## src/rtl/sirq_pkg.sv

```systemverilog
// Shared constants for the interrupt controller: address map and trigger codes.
// Assumes a 5-bit register address; control register k lives at 3k..3k+2.
package sirq_pkg;

    localparam int unsigned ADDR_W = 5;
    localparam int unsigned NUM_RW = 7;   // cfg0, cfg1, cfg2, mask, wake, route, source select

    localparam int unsigned RW_CFG0  = 0;
    localparam int unsigned RW_CFG1  = 1;
    localparam int unsigned RW_CFG2  = 2;
    localparam int unsigned RW_MASK  = 3;
    localparam int unsigned RW_WAKE  = 4;
    localparam int unsigned RW_ROUTE = 5;
    localparam int unsigned RW_SSEL  = 6;

    localparam logic [ADDR_W-1:0] A_RISE_RD  = 5'h15;
    localparam logic [ADDR_W-1:0] A_RISE_CLR = 5'h16;
    localparam logic [ADDR_W-1:0] A_FALL_RD  = 5'h17;
    localparam logic [ADDR_W-1:0] A_FALL_CLR = 5'h18;
    localparam logic [ADDR_W-1:0] A_REQ0_ST  = 5'h19;
    localparam logic [ADDR_W-1:0] A_REQ1_ST  = 5'h1A;
    localparam logic [ADDR_W-1:0] A_TEST     = 5'h1B;

    localparam logic [2:0] TRIG_OFF  = 3'b000;
    localparam logic [2:0] TRIG_RISE = 3'b001;
    localparam logic [2:0] TRIG_FALL = 3'b010;
    localparam logic [2:0] TRIG_BOTH = 3'b011;
    localparam logic [2:0] TRIG_HIGH = 3'b101;
    localparam logic [2:0] TRIG_LOW  = 3'b110;

    // True for the five codes that enable a source.
    function automatic logic trig_valid(input logic [2:0] code);
        return (code == TRIG_RISE) || (code == TRIG_FALL) || (code == TRIG_BOTH) ||
               (code == TRIG_HIGH) || (code == TRIG_LOW);
    endfunction

endpackage

```

## src/rtl/sirq_sync.sv

```systemverilog
// Multi-stage synchronizer for the raw interrupt lines.
// Assumes each line is a slow asynchronous level; no pulse stretching is done.
module sirq_sync #(
    parameter int unsigned W      = 32,
    parameter int unsigned STAGES = 2
) (
    input  logic         clk,
    input  logic         rst_n,
    input  logic [W-1:0] din,
    output logic [W-1:0] dout
);
    logic [W-1:0] stg [STAGES];

    // Shift the raw lines through the synchronizer chain.
    always_ff @(posedge clk) begin
        if (!rst_n) begin
            for (int i = 0; i < STAGES; i++) stg[i] <= '0;
        end else begin
            stg[0] <= din;
            for (int i = 1; i < STAGES; i++) stg[i] <= stg[i-1];
        end
    end

    assign dout = stg[STAGES-1];
endmodule

```

## src/rtl/sirq_regs.sv

```systemverilog
// Register file: seven set/clear/read control registers, test register,
// latch-clear strobes and the read multiplexer.
// Assumes single-cycle writes; reads are combinational on the address.
module sirq_regs
    import sirq_pkg::*;
#(
    parameter int unsigned W = 32
) (
    input  logic                      clk,
    input  logic                      rst_n,
    input  logic                      we,
    input  logic [ADDR_W-1:0]         addr,
    input  logic [W-1:0]              wdata,
    input  logic [W-1:0]              rise_q,
    input  logic [W-1:0]              fall_q,
    input  logic [W-1:0]              st0,
    input  logic [W-1:0]              st1,
    output logic [NUM_RW-1:0][W-1:0]  rw_q,
    output logic [W-1:0]              test_q,
    output logic [W-1:0]              rise_clr,
    output logic [W-1:0]              fall_clr,
    output logic [W-1:0]              rdata
);
    genvar k;
    generate
        for (k = 0; k < NUM_RW; k++) begin : g_rw
            localparam logic [ADDR_W-1:0] A_SET = ADDR_W'(3 * k + 1);
            localparam logic [ADDR_W-1:0] A_CLR = ADDR_W'(3 * k + 2);

            // Apply write-one-to-set and write-one-to-clear to register k.
            always_ff @(posedge clk) begin
                if (!rst_n)                     rw_q[k] <= '0;
                else if (we && addr == A_SET)   rw_q[k] <= rw_q[k] | wdata;
                else if (we && addr == A_CLR)   rw_q[k] <= rw_q[k] & ~wdata;
            end

            p_set_r3: assert property (@(posedge clk) disable iff (!rst_n)
                (we && addr == A_SET) |=> ((rw_q[k] & $past(wdata)) == $past(wdata)));
            p_clr_r3: assert property (@(posedge clk) disable iff (!rst_n)
                (we && addr == A_CLR) |=> ((rw_q[k] & $past(wdata)) == '0));
            p_keep_r3: assert property (@(posedge clk) disable iff (!rst_n)
                !(we && (addr == A_SET || addr == A_CLR)) |=> (rw_q[k] == $past(rw_q[k])));
        end
    endgenerate

    // Store the whole-word test register.
    always_ff @(posedge clk) begin
        if (!rst_n)                    test_q <= '0;
        else if (we && addr == A_TEST) test_q <= wdata;
    end

    // Decode the latch-clear strobes.
    always_comb begin
        rise_clr = (we && addr == A_RISE_CLR) ? wdata : '0;
        fall_clr = (we && addr == A_FALL_CLR) ? wdata : '0;
    end

    // Select the read word for the current address.
    always_comb begin
        rdata = '0;
        for (int i = 0; i < NUM_RW; i++)
            if (addr == ADDR_W'(3 * i)) rdata = rw_q[i];
        case (addr)
            A_RISE_RD: rdata = rise_q;
            A_FALL_RD: rdata = fall_q;
            A_REQ0_ST: rdata = st0;
            A_REQ1_ST: rdata = st1;
            A_TEST:    rdata = test_q;
            default:   ;
        endcase
    end
endmodule

```

## src/rtl/sirq_lane.sv

```systemverilog
// One source lane: edge detection, rising/falling latches and pending decision.
// Assumes lvl is already synchronized to clk.
module sirq_lane
    import sirq_pkg::*;
(
    input  logic       clk,
    input  logic       rst_n,
    input  logic       lvl,
    input  logic [2:0] code,
    input  logic       rise_clr,
    input  logic       fall_clr,
    input  logic       test_on,
    input  logic       mask_en,
    output logic       rise_q,
    output logic       fall_q,
    output logic       pend
);
    logic prev;
    logic arm_rise, arm_fall, hit;

    assign arm_rise = code[0] & ~code[2];
    assign arm_fall = code[1] & ~code[2];

    // Remember the previous synchronized level for edge detection.
    always_ff @(posedge clk) begin
        if (!rst_n) prev <= 1'b0;
        else        prev <= lvl;
    end

    // Capture rising edges; a new edge wins over a same-cycle clear.
    always_ff @(posedge clk) begin
        if (!rst_n)                          rise_q <= 1'b0;
        else if (arm_rise && lvl && !prev)   rise_q <= 1'b1;
        else if (rise_clr)                   rise_q <= 1'b0;
    end

    // Capture falling edges; a new edge wins over a same-cycle clear.
    always_ff @(posedge clk) begin
        if (!rst_n)                          fall_q <= 1'b0;
        else if (arm_fall && !lvl && prev)   fall_q <= 1'b1;
        else if (fall_clr)                   fall_q <= 1'b0;
    end

    // Decide whether the source is active in its trigger mode.
    always_comb begin
        case (code)
            TRIG_RISE: hit = rise_q;
            TRIG_FALL: hit = fall_q;
            TRIG_BOTH: hit = rise_q | fall_q;
            TRIG_HIGH: hit = lvl;
            TRIG_LOW:  hit = ~lvl;
            default:   hit = 1'b0;
        endcase
    end

    assign pend = mask_en & (test_on ? trig_valid(code) : hit);

    p_off_r2: assert property (@(posedge clk) disable iff (!rst_n)
        !trig_valid(code) |-> !pend);
    p_rise_hold_r5: assert property (@(posedge clk) disable iff (!rst_n)
        (rise_q && !rise_clr) |=> rise_q);
    p_fall_hold_r5: assert property (@(posedge clk) disable iff (!rst_n)
        (fall_q && !fall_clr) |=> fall_q);
    p_rise_catch_r5: assert property (@(posedge clk) disable iff (!rst_n)
        (arm_rise && lvl && !prev) |=> rise_q);
    p_mask_r6: assert property (@(posedge clk) disable iff (!rst_n)
        !mask_en |-> !pend);
endmodule

```

## src/rtl/sirq_top.sv

```systemverilog
// Interrupt controller top: synchronizer, per-source lanes, register file,
// routing to two request outputs and wake output.
// Assumes a single clock; bus reads are combinational, writes take one edge.
module sirq_top
    import sirq_pkg::*;
#(
    parameter int unsigned NUM_SRC     = 32,
    parameter int unsigned SYNC_STAGES = 2
) (
    input  logic                clk,
    input  logic                rst_n,
    input  logic [NUM_SRC-1:0]  irq_in,
    input  logic                bus_we,
    input  logic [ADDR_W-1:0]   bus_addr,
    input  logic [NUM_SRC-1:0]  bus_wdata,
    output logic [NUM_SRC-1:0]  bus_rdata,
    output logic                irq_req0,
    output logic                irq_req1,
    output logic                wake_out
);
    logic [NUM_SRC-1:0]              lvl;
    logic [NUM_RW-1:0][NUM_SRC-1:0]  rw_q;
    logic [NUM_SRC-1:0]              test_q, rise_clr, fall_clr;
    logic [NUM_SRC-1:0]              rise_q, fall_q, pend, st0, st1;
    logic                            test_on;

    sirq_sync #(.W(NUM_SRC), .STAGES(SYNC_STAGES)) u_sync (
        .clk(clk), .rst_n(rst_n), .din(irq_in), .dout(lvl)
    );

    sirq_regs #(.W(NUM_SRC)) u_regs (
        .clk(clk), .rst_n(rst_n), .we(bus_we), .addr(bus_addr), .wdata(bus_wdata),
        .rise_q(rise_q), .fall_q(fall_q), .st0(st0), .st1(st1),
        .rw_q(rw_q), .test_q(test_q), .rise_clr(rise_clr), .fall_clr(fall_clr),
        .rdata(bus_rdata)
    );

    assign test_on = |test_q;

    genvar n;
    generate
        for (n = 0; n < NUM_SRC; n++) begin : g_lane
            sirq_lane u_lane (
                .clk(clk), .rst_n(rst_n), .lvl(lvl[n]),
                .code({rw_q[RW_CFG2][n], rw_q[RW_CFG1][n], rw_q[RW_CFG0][n]}),
                .rise_clr(rise_clr[n]), .fall_clr(fall_clr[n]),
                .test_on(test_on), .mask_en(rw_q[RW_MASK][n]),
                .rise_q(rise_q[n]), .fall_q(fall_q[n]), .pend(pend[n])
            );
        end
    endgenerate

    // Split pending sources by route bit and combine into the outputs.
    always_comb begin
        st0      = pend & rw_q[RW_ROUTE];
        st1      = pend & ~rw_q[RW_ROUTE];
        irq_req0 = |st0;
        irq_req1 = |st1;
        wake_out = |(pend & rw_q[RW_WAKE]);
    end

    p_route_excl_r4: assert property (@(posedge clk) disable iff (!rst_n)
        (st0 & st1) == '0);
    p_mask_gate_r6: assert property (@(posedge clk) disable iff (!rst_n)
        ((st0 | st1) & ~rw_q[RW_MASK]) == '0);
    p_reset_out_r1: assert property (@(posedge clk) disable iff (!rst_n)
        $rose(rst_n) |-> (!irq_req0 && !irq_req1 && !wake_out));
    p_wake_src_r9: assert property (@(posedge clk) disable iff (!rst_n)
        wake_out |-> (irq_req0 || irq_req1));
endmodule

```

## config.mk

```make
export PLATFORM = sky130hd
export DESIGN_NAME = sirq_top
export DESIGN_NICKNAME = d
export VERILOG_FILES = /design/src/rtl/sirq_pkg.sv /design/src/rtl/sirq_sync.sv /design/src/rtl/sirq_regs.sv /design/src/rtl/sirq_lane.sv /design/src/rtl/sirq_top.sv
export SDC_FILE = /design/constraint.sdc
export NUM_CORES = 1
export LEC_CHECK = 0
export ABC_AREA = 0
export BUFFER_PORTS_ARGS = -buffer_cell sky130_fd_sc_hd__clkbuf_2
export CAP_MARGIN = 0
export CORE_UTILIZATION = 55
export CTS_CLUSTER_DIAMETER = 150
export CTS_CLUSTER_SIZE = 20
export DETAILED_ROUTE_END_ITERATION = 7
export PLACE_DENSITY_LB_ADDON = 0.2
export SYNTH_ARGS = -nofsm -noshare
export SYNTH_HDL_FRONTEND = slang
export SYNTH_SLANG_ARGS = --single-unit
```

## constraint.sdc

```tcl
create_clock -name clk -period 2.5 [get_ports clk]
set_input_delay 0.375 -clock clk [delete_from_list [all_inputs] [get_ports clk]]
set_output_delay 0.375 -clock clk [all_outputs]
set_load 0.03 [all_outputs]
```

# After elaboration in Yosys (flattened, before gate mapping)
# Memory sizes are Yosys's and may differ from the RTL's.
# Index checks and enable logic that the tools add are counted.
# W data, S select, Z words.
[totals] register_bits=352 mem_bits_rw=64 out_inout_bits=35 wordCells=1138 n_memories=1
[op_classes] eq_ne=187 muxes=220 bitwise=213 n_reduce_logical=413
[memory_table] memory="u_sync.stg" depth=2 width=32 read_ports=2 rd_ports_with_merged_regs=0 wr=2 line="sirq_sync.sv:12" source="logic [W-1:0] stg [STAGES];"
[ops] operator="$mux W32" n=25
[ops] operator="$and A32 B32 Y32" n=10
[ops] operator="$or A32 B32 Y32" n=7
[ops] operator="$eq A3 B2 Y1 const B" n=64
[ops] operator="$eq A3 B3 Y1 const B" n=64
[ops] operator="$mux W1" n=162
[ops] operator="$pmux W1 S5" n=32
[ops] operator="$pmux W32 S5" n=1
[ops] operator="$logic_and A1 B1 Y1" n=145
[ops] operator="$reduce_bool A2 Y1" n=71
[ops] operator="$logic_or A1 B1 Y1" n=128
[ops] operator="$reduce_or A32 Y1" n=4
[ops] operator="$and A1 B1 Y1" n=96
[ops] operator="$eq A3 B1 Y1 const B" n=32
[ops] operator="$logic_not A1 Y1" n=64
[ops] operator="$not A1 Y1" n=64
[ops] operator="$not A32 Y32" n=2
[ops] operator="$eq A5 B5 Y1 const B" n=12
[ops] operator="$eq A5 B4 Y1 const B" n=8
[ops] operator="$or A1 B1 Y1" n=34
[ops] operator="$eq A5 B3 Y1 const B" n=4
[ops] operator="$eq A5 B2 Y1 const B" n=2
[ops] operator="$eq A5 B1 Y1 const B" n=1
[ops] operator="$logic_not A5 Y1" n=1

# Logic depth before layout (Yosys ltp)
[depth] word_depth=9 mapped_depth=9

# Modules after synthesis
# Synthesis repeated with hierarchy kept, for this count alone.
[unflattened] hier_cells=2595 area_unflattened_um2=21156.5
[modules_own_cells] module="sirq_regs" instances=1 cells_each=1669 area_per_inst_um2=13087.6
[modules_own_cells] module="sirq_lane" instances=32 cells_each=20 area_per_inst_um2=163.9
[modules_own_cells] module="sirq_sync" instances=1 cells_each=166 area_per_inst_um2=2031.9
[modules_own_cells] module="sirq_top" instances=1 cells_each=120 area_per_inst_um2=792.0

# Worst setup path after synthesis
# Ideal clock, no wire load.
[synth_path] path_type="input to output" from="input port bus_addr[1]" to="output port bus_rdata[20]" arrival_time_ns=2.434 required_ns=2.125 path_slack_ns=-0.309 stages=9 n_path_buf=3 cell_sequence="buf_2 > nand2b_1 > nor4b_1 > clkbuf_1 > buf_2 > a222oi_1 > nand3_1 > nor2_1 > nor2_1"
[synth_via] elab_chain_len=9
[synth_rtl] element="from (decl)" line="sirq_top.sv:14" source="input logic [ADDR_W-1:0] bus_addr,"
[synth_rtl] element="$logic_not A5 Y1" line="sirq_regs.sv:62" source="if (addr == ADDR_W'(3 * i)) rdata = rw_q[i];"
[synth_rtl] element="$mux W32 (7 in series)" line="sirq_regs.sv:62"
[synth_rtl] element="$pmux W32 S5 *" line="sirq_regs.sv:63" source="case (addr)"
[synth_rtl] element="to (decl)" line="sirq_top.sv:16" source="output logic [NUM_SRC-1:0] bus_rdata,"
# Every way passes the cells marked *; elsewhere a longest branch is shown, timed or not.

# Final worst setup path
[layout_path] from="register u_regs.test_q[24]" to="output port irq_req0"
[layout_via] elab_chain_len=5
[layout_rtl] element="from (decl)" line="sirq_regs.sv:19" source="output logic [W-1:0] test_q,"
[layout_rtl] element="from (signal assigned)" line="sirq_regs.sv:49" source="else if (we && addr == A_TEST) test_q <= wdata;"
[layout_rtl] element="$reduce_or A32 Y1 *" line="sirq_top.sv:38" source="assign test_on = |test_q;"
[layout_rtl] element="$mux W1" line="sirq_lane.sv:56" source="assign pend = mask_en & (test_on ? trig_valid(code) : hit);"
[layout_rtl] element="$and A1 B1 Y1" line="sirq_lane.sv:56"
[layout_rtl] element="$and A32 B32 Y32 *" line="sirq_top.sv:55" source="st0 = pend & rw_q[RW_ROUTE];"
[layout_rtl] element="$reduce_or A32 Y1 *" line="sirq_top.sv:57" source="irq_req0 = |st0;"
[layout_rtl] element="to (decl)" line="sirq_top.sv:17" source="output logic irq_req0,"
# Marked as above.

==> flow_metrics.env <==
export IMPL_switching_share=0.252
export IMPL_p_int_w=0.00903
export IMPL_crit_required_ns=2.12
export IMPL_fp_dieH_um=191
export IMPL_synth_compound_area_frac=0.263
export IMPL_synth_edf_count=0
export IMPL_gp_congestion=0.973
export IMPL_power_density_nw_per_um2=481
export IMPL_cp_end_kind="output port"
export IMPL_synth_mux_area_frac=0.00173
export IMPL_synth_seq_cells=416
export IMPL_drive_above_1_share=0.252
export IMPL_htree_levels=1
export IMPL_dpl_worst_slack_ns=-0.668
export IMPL_synth_top_area_cell="dfxtp_1"
export IMPL_port_buffers=106
export IMPL_cts_tree="built"
export IMPL_status="finished, violations left"
export IMPL_fin_crit_ns=3.71
export IMPL_utilization=0.721
export IMPL_yosys_area_share_adder=0
export IMPL_async_flop_share=0
export IMPL_path_max_fanout=14
export IMPL_clkPwrFrac=0.342
export IMPL_numCtsBuffers=24
export IMPL_finalCritPeriodShare=1.48
export IMPL_synth_top_family_by_area="compound AO/OA/AOI/OAI gates"
export IMPL_syn_num_nets=2511
export IMPL_placed_cells=3173
export IMPL_p_sw_w=0.00304
export IMPL_combPwrFrac=0.096
export IMPL_ios=107
export IMPL_min_path_type="in2reg"
export IMPL_worstMarginPinSlew_ns=0.590
export IMPL_postSynthAreaPerCell_um2=8.02
export IMPL_drt_wl_total_um=76200
export IMPL_finalSetupViolations=35
export IMPL_hpwl_um=50100
export IMPL_clkSinkCount=416
export IMPL_wl_per_cell_um=23.7
export IMPL_cp_arrival_ns=3.34
export IMPL_dieArea_um2=36300
export IMPL_ir_worst_vdd_v=0.000520
export IMPL_drtAntennaViolNets=0
export IMPL_rows=68
export IMPL_grt_pass1_wl_um=115000
export IMPL_hp_start="irq_in[17]"
export IMPL_insertedDiodeCount=0
export IMPL_startpoint="u_regs.test_q[24]$_SDFFE_PN0P_"
export IMPL_hold_ws_ns=0.00823
export IMPL_startpoint_type="flop"
export IMPL_finalNetCount=2831
export IMPL_grt_usage=0.405
export IMPL_maxCapViolations=0
export IMPL_synth_simple_area_share=0.259
export IMPL_clock_skew_ns=0.00854
export IMPL_drc=7
export IMPL_p_leak_nw=9.05
export IMPL_clock_latency_ns=0.57
export IMPL_fp_dieW_um=191
export IMPL_grt_setup_unrepaired="yes"
export IMPL_yosysWarnings=0
export IMPL_synth_area_leaders="dfxtp_1 43%, a22oi_1 10%, nand2_1 7.5%, nor2_1 5.0%, clkbuf_1 4.3%"
export IMPL_seqPwrFrac=0.562
export IMPL_fin_ws_ns=-1.21
export IMPL_violations="design-rule violations, negative setup slack"
export IMPL_slew_headroom=0.607
export IMPL_path_class="reg2out"
export IMPL_finalHoldViolations=0
export IMPL_syn_inst=2439
export IMPL_drt_first_pass_iters=8
export IMPL_grt_pass1_vias=20112
export IMPL_routed_via_density=6.65
export IMPL_synthXorXnorAreaFrac=0.000448
export IMPL_path_clk_slew_ns=0.09
export IMPL_start_util=0.562
export IMPL_yosysSeqAreaShare=0.426
export IMPL_areaGrowthSynthToFinish_pct=28.2
export IMPL_instances_no_fill=3214
export IMPL_antenna_found_initial=0
export IMPL_clock_path_buffers=3
export IMPL_core_um2=34800
export IMPL_synth_cell_types=52
export IMPL_drt_iter0_drc=2863
export IMPL_dr_total_vias=21361
export IMPL_fmax_mhz=269
export IMPL_grt_max_degree=127
export IMPL_root_buffer="clkbuf_16"
export IMPL_maxSlewViolCount=0
export IMPL_p_total_w=0.0121
export IMPL_synth_top_cell_area_share=0.426
export IMPL_syn_area_um2=19600
export IMPL_ys_flop_type="dfxtp_1"
export IMPL_overflow=0
-- worst max-delay path: stages, from the launching register on --
cell and delay, ns:
dfxtp_2 0.35, nor4_4 0.30, nand4_1 0.17, buf_6 0.18, buf_12 0.16, nor3_1 0.26, a311oi_2 0.13, a22oi_1 0.27
nand4_1 0.13, or4_4 0.59, clkbuf_4 0.21
-- power by group through the flow --
stage | clock, W | sequential, W | combinational (W)
2_1_floorplan | 0 | 0.00692 | 0.000578
3_3_place_gp | 0 | 0.00693 | 0.000978
3_5_place_dp | 0 | 0.00694 | 0.000998
4_1_cts | 0.00414 | 0.00678 | 0.00103
5_1_grt | 0.00434 | 0.00680 | 0.00122
6_report | 0.00413 | 0.00679 | 0.00116
-- cell type report --
type / count / area (um^2)
Clock buffer: 25 / 626
Clock inverter: 1 / 30.0
Fill cell: 2800 / 9700
Inverter: 24 / 97.6
Multi-Input combinational cell: 1764 / 11000
Sequential cell: 416 / 8340
Tap cell: 455 / 569
Timing Repair Buffer: 529 / 4410
-- through the flow --
step | TNS [ns] | area (um^2)
floorplan | -0.100 | 19700
global placement | -4.38 | 23500
detailed placement | -4.54 | 23500
CTS | -19.02 | 24600
global route | -22.28 | 25100
finish | -19.48 | 25100
-- placed cells by master, fill, tap and decap left out, types with 35 or more instances in the layout --
cell type	n
nand3_1	86
buf_4	371
and2_1	97
nor2_1	239
a311oi_1	65
dfxtp_1	406
a22oi_1	263
a21oi_1	135
a221oi_1	61
clkbuf_2	72
o21ai_0	49
buf_12	35
nand2_1	389
-- Yosys cell counts, types with 2 or more instances --
cell type / instances
clkbuf_1: 223
nor4_1: 14
a22o_1: 28
nor3_2: 5
nor4bb_1: 32
nand3_1: 89
o22ai_1: 2
mux2_2: 3
a211oi_1: 2
buf_2: 7
o21ai_0: 50
dfxtp_1: 416
nand4_1: 28
nand2b_1: 5
a311oi_1: 81
and3_1: 4
nor3_1: 39
nor3b_1: 6
o211ai_1: 15
nor2b_1: 5
and4_1: 2
a221oi_1: 61
a221o_1: 20
or3b_2: 29
or4_1: 2
a22oi_1: 264
inv_1: 24
nand2_1: 393
nor4b_1: 3
nor2_1: 259
buf_1: 3
a21oi_1: 136
a31oi_1: 32
a222oi_1: 10
or3_1: 2
nand3b_1: 31
a31o_2: 3
and2_1: 97
-- metal layers --
metal  track usage  up-vias  share of wire
met3        0.0526      294          0.098
met5             0        -              0
met1         0.510    10089           0.38
met4         0.218        0          0.060
met2         0.671     1386           0.46
li1              -     9592              -
-- what timing repair did --
item,in CTS,in global routing
gates cloned,0,3
gates resized for setup,89,98
setup buffers,0,5
hold buffers,8,0
endpoints found under the setup margin,35,35
hold endpoints to repair,8,0
pin swaps,29,18
-- cells by family (layout without fill, tap and decap cells) --
kind of cell	count (synthesis)	count (layout)
simple gates	1049	1049
compound gates	711	711
flops	416	416
buf+inv	259	579
mux	3	3
xor+xnor	1	1
-- final timing paths --
| check | slack (ns) | to | cells past startpoint |
|---|---|---|---|
| hold / removal | 0.008 | u_sync.stg[0][17]$_SDFF_PN0_ | 2 |
| hold reg to reg | 0.44 | u_sync.stg[0][41]$_SDFF_PN0_ | 1 |
| setup reg to reg | 1.36 | g_lane[8].u_lane.fall_q$_SDFFE_PN0P_ | 4 |
| setup / recovery | -1.21 | irq_req0 | 10 |
Power figures use the tool's default switching activity.
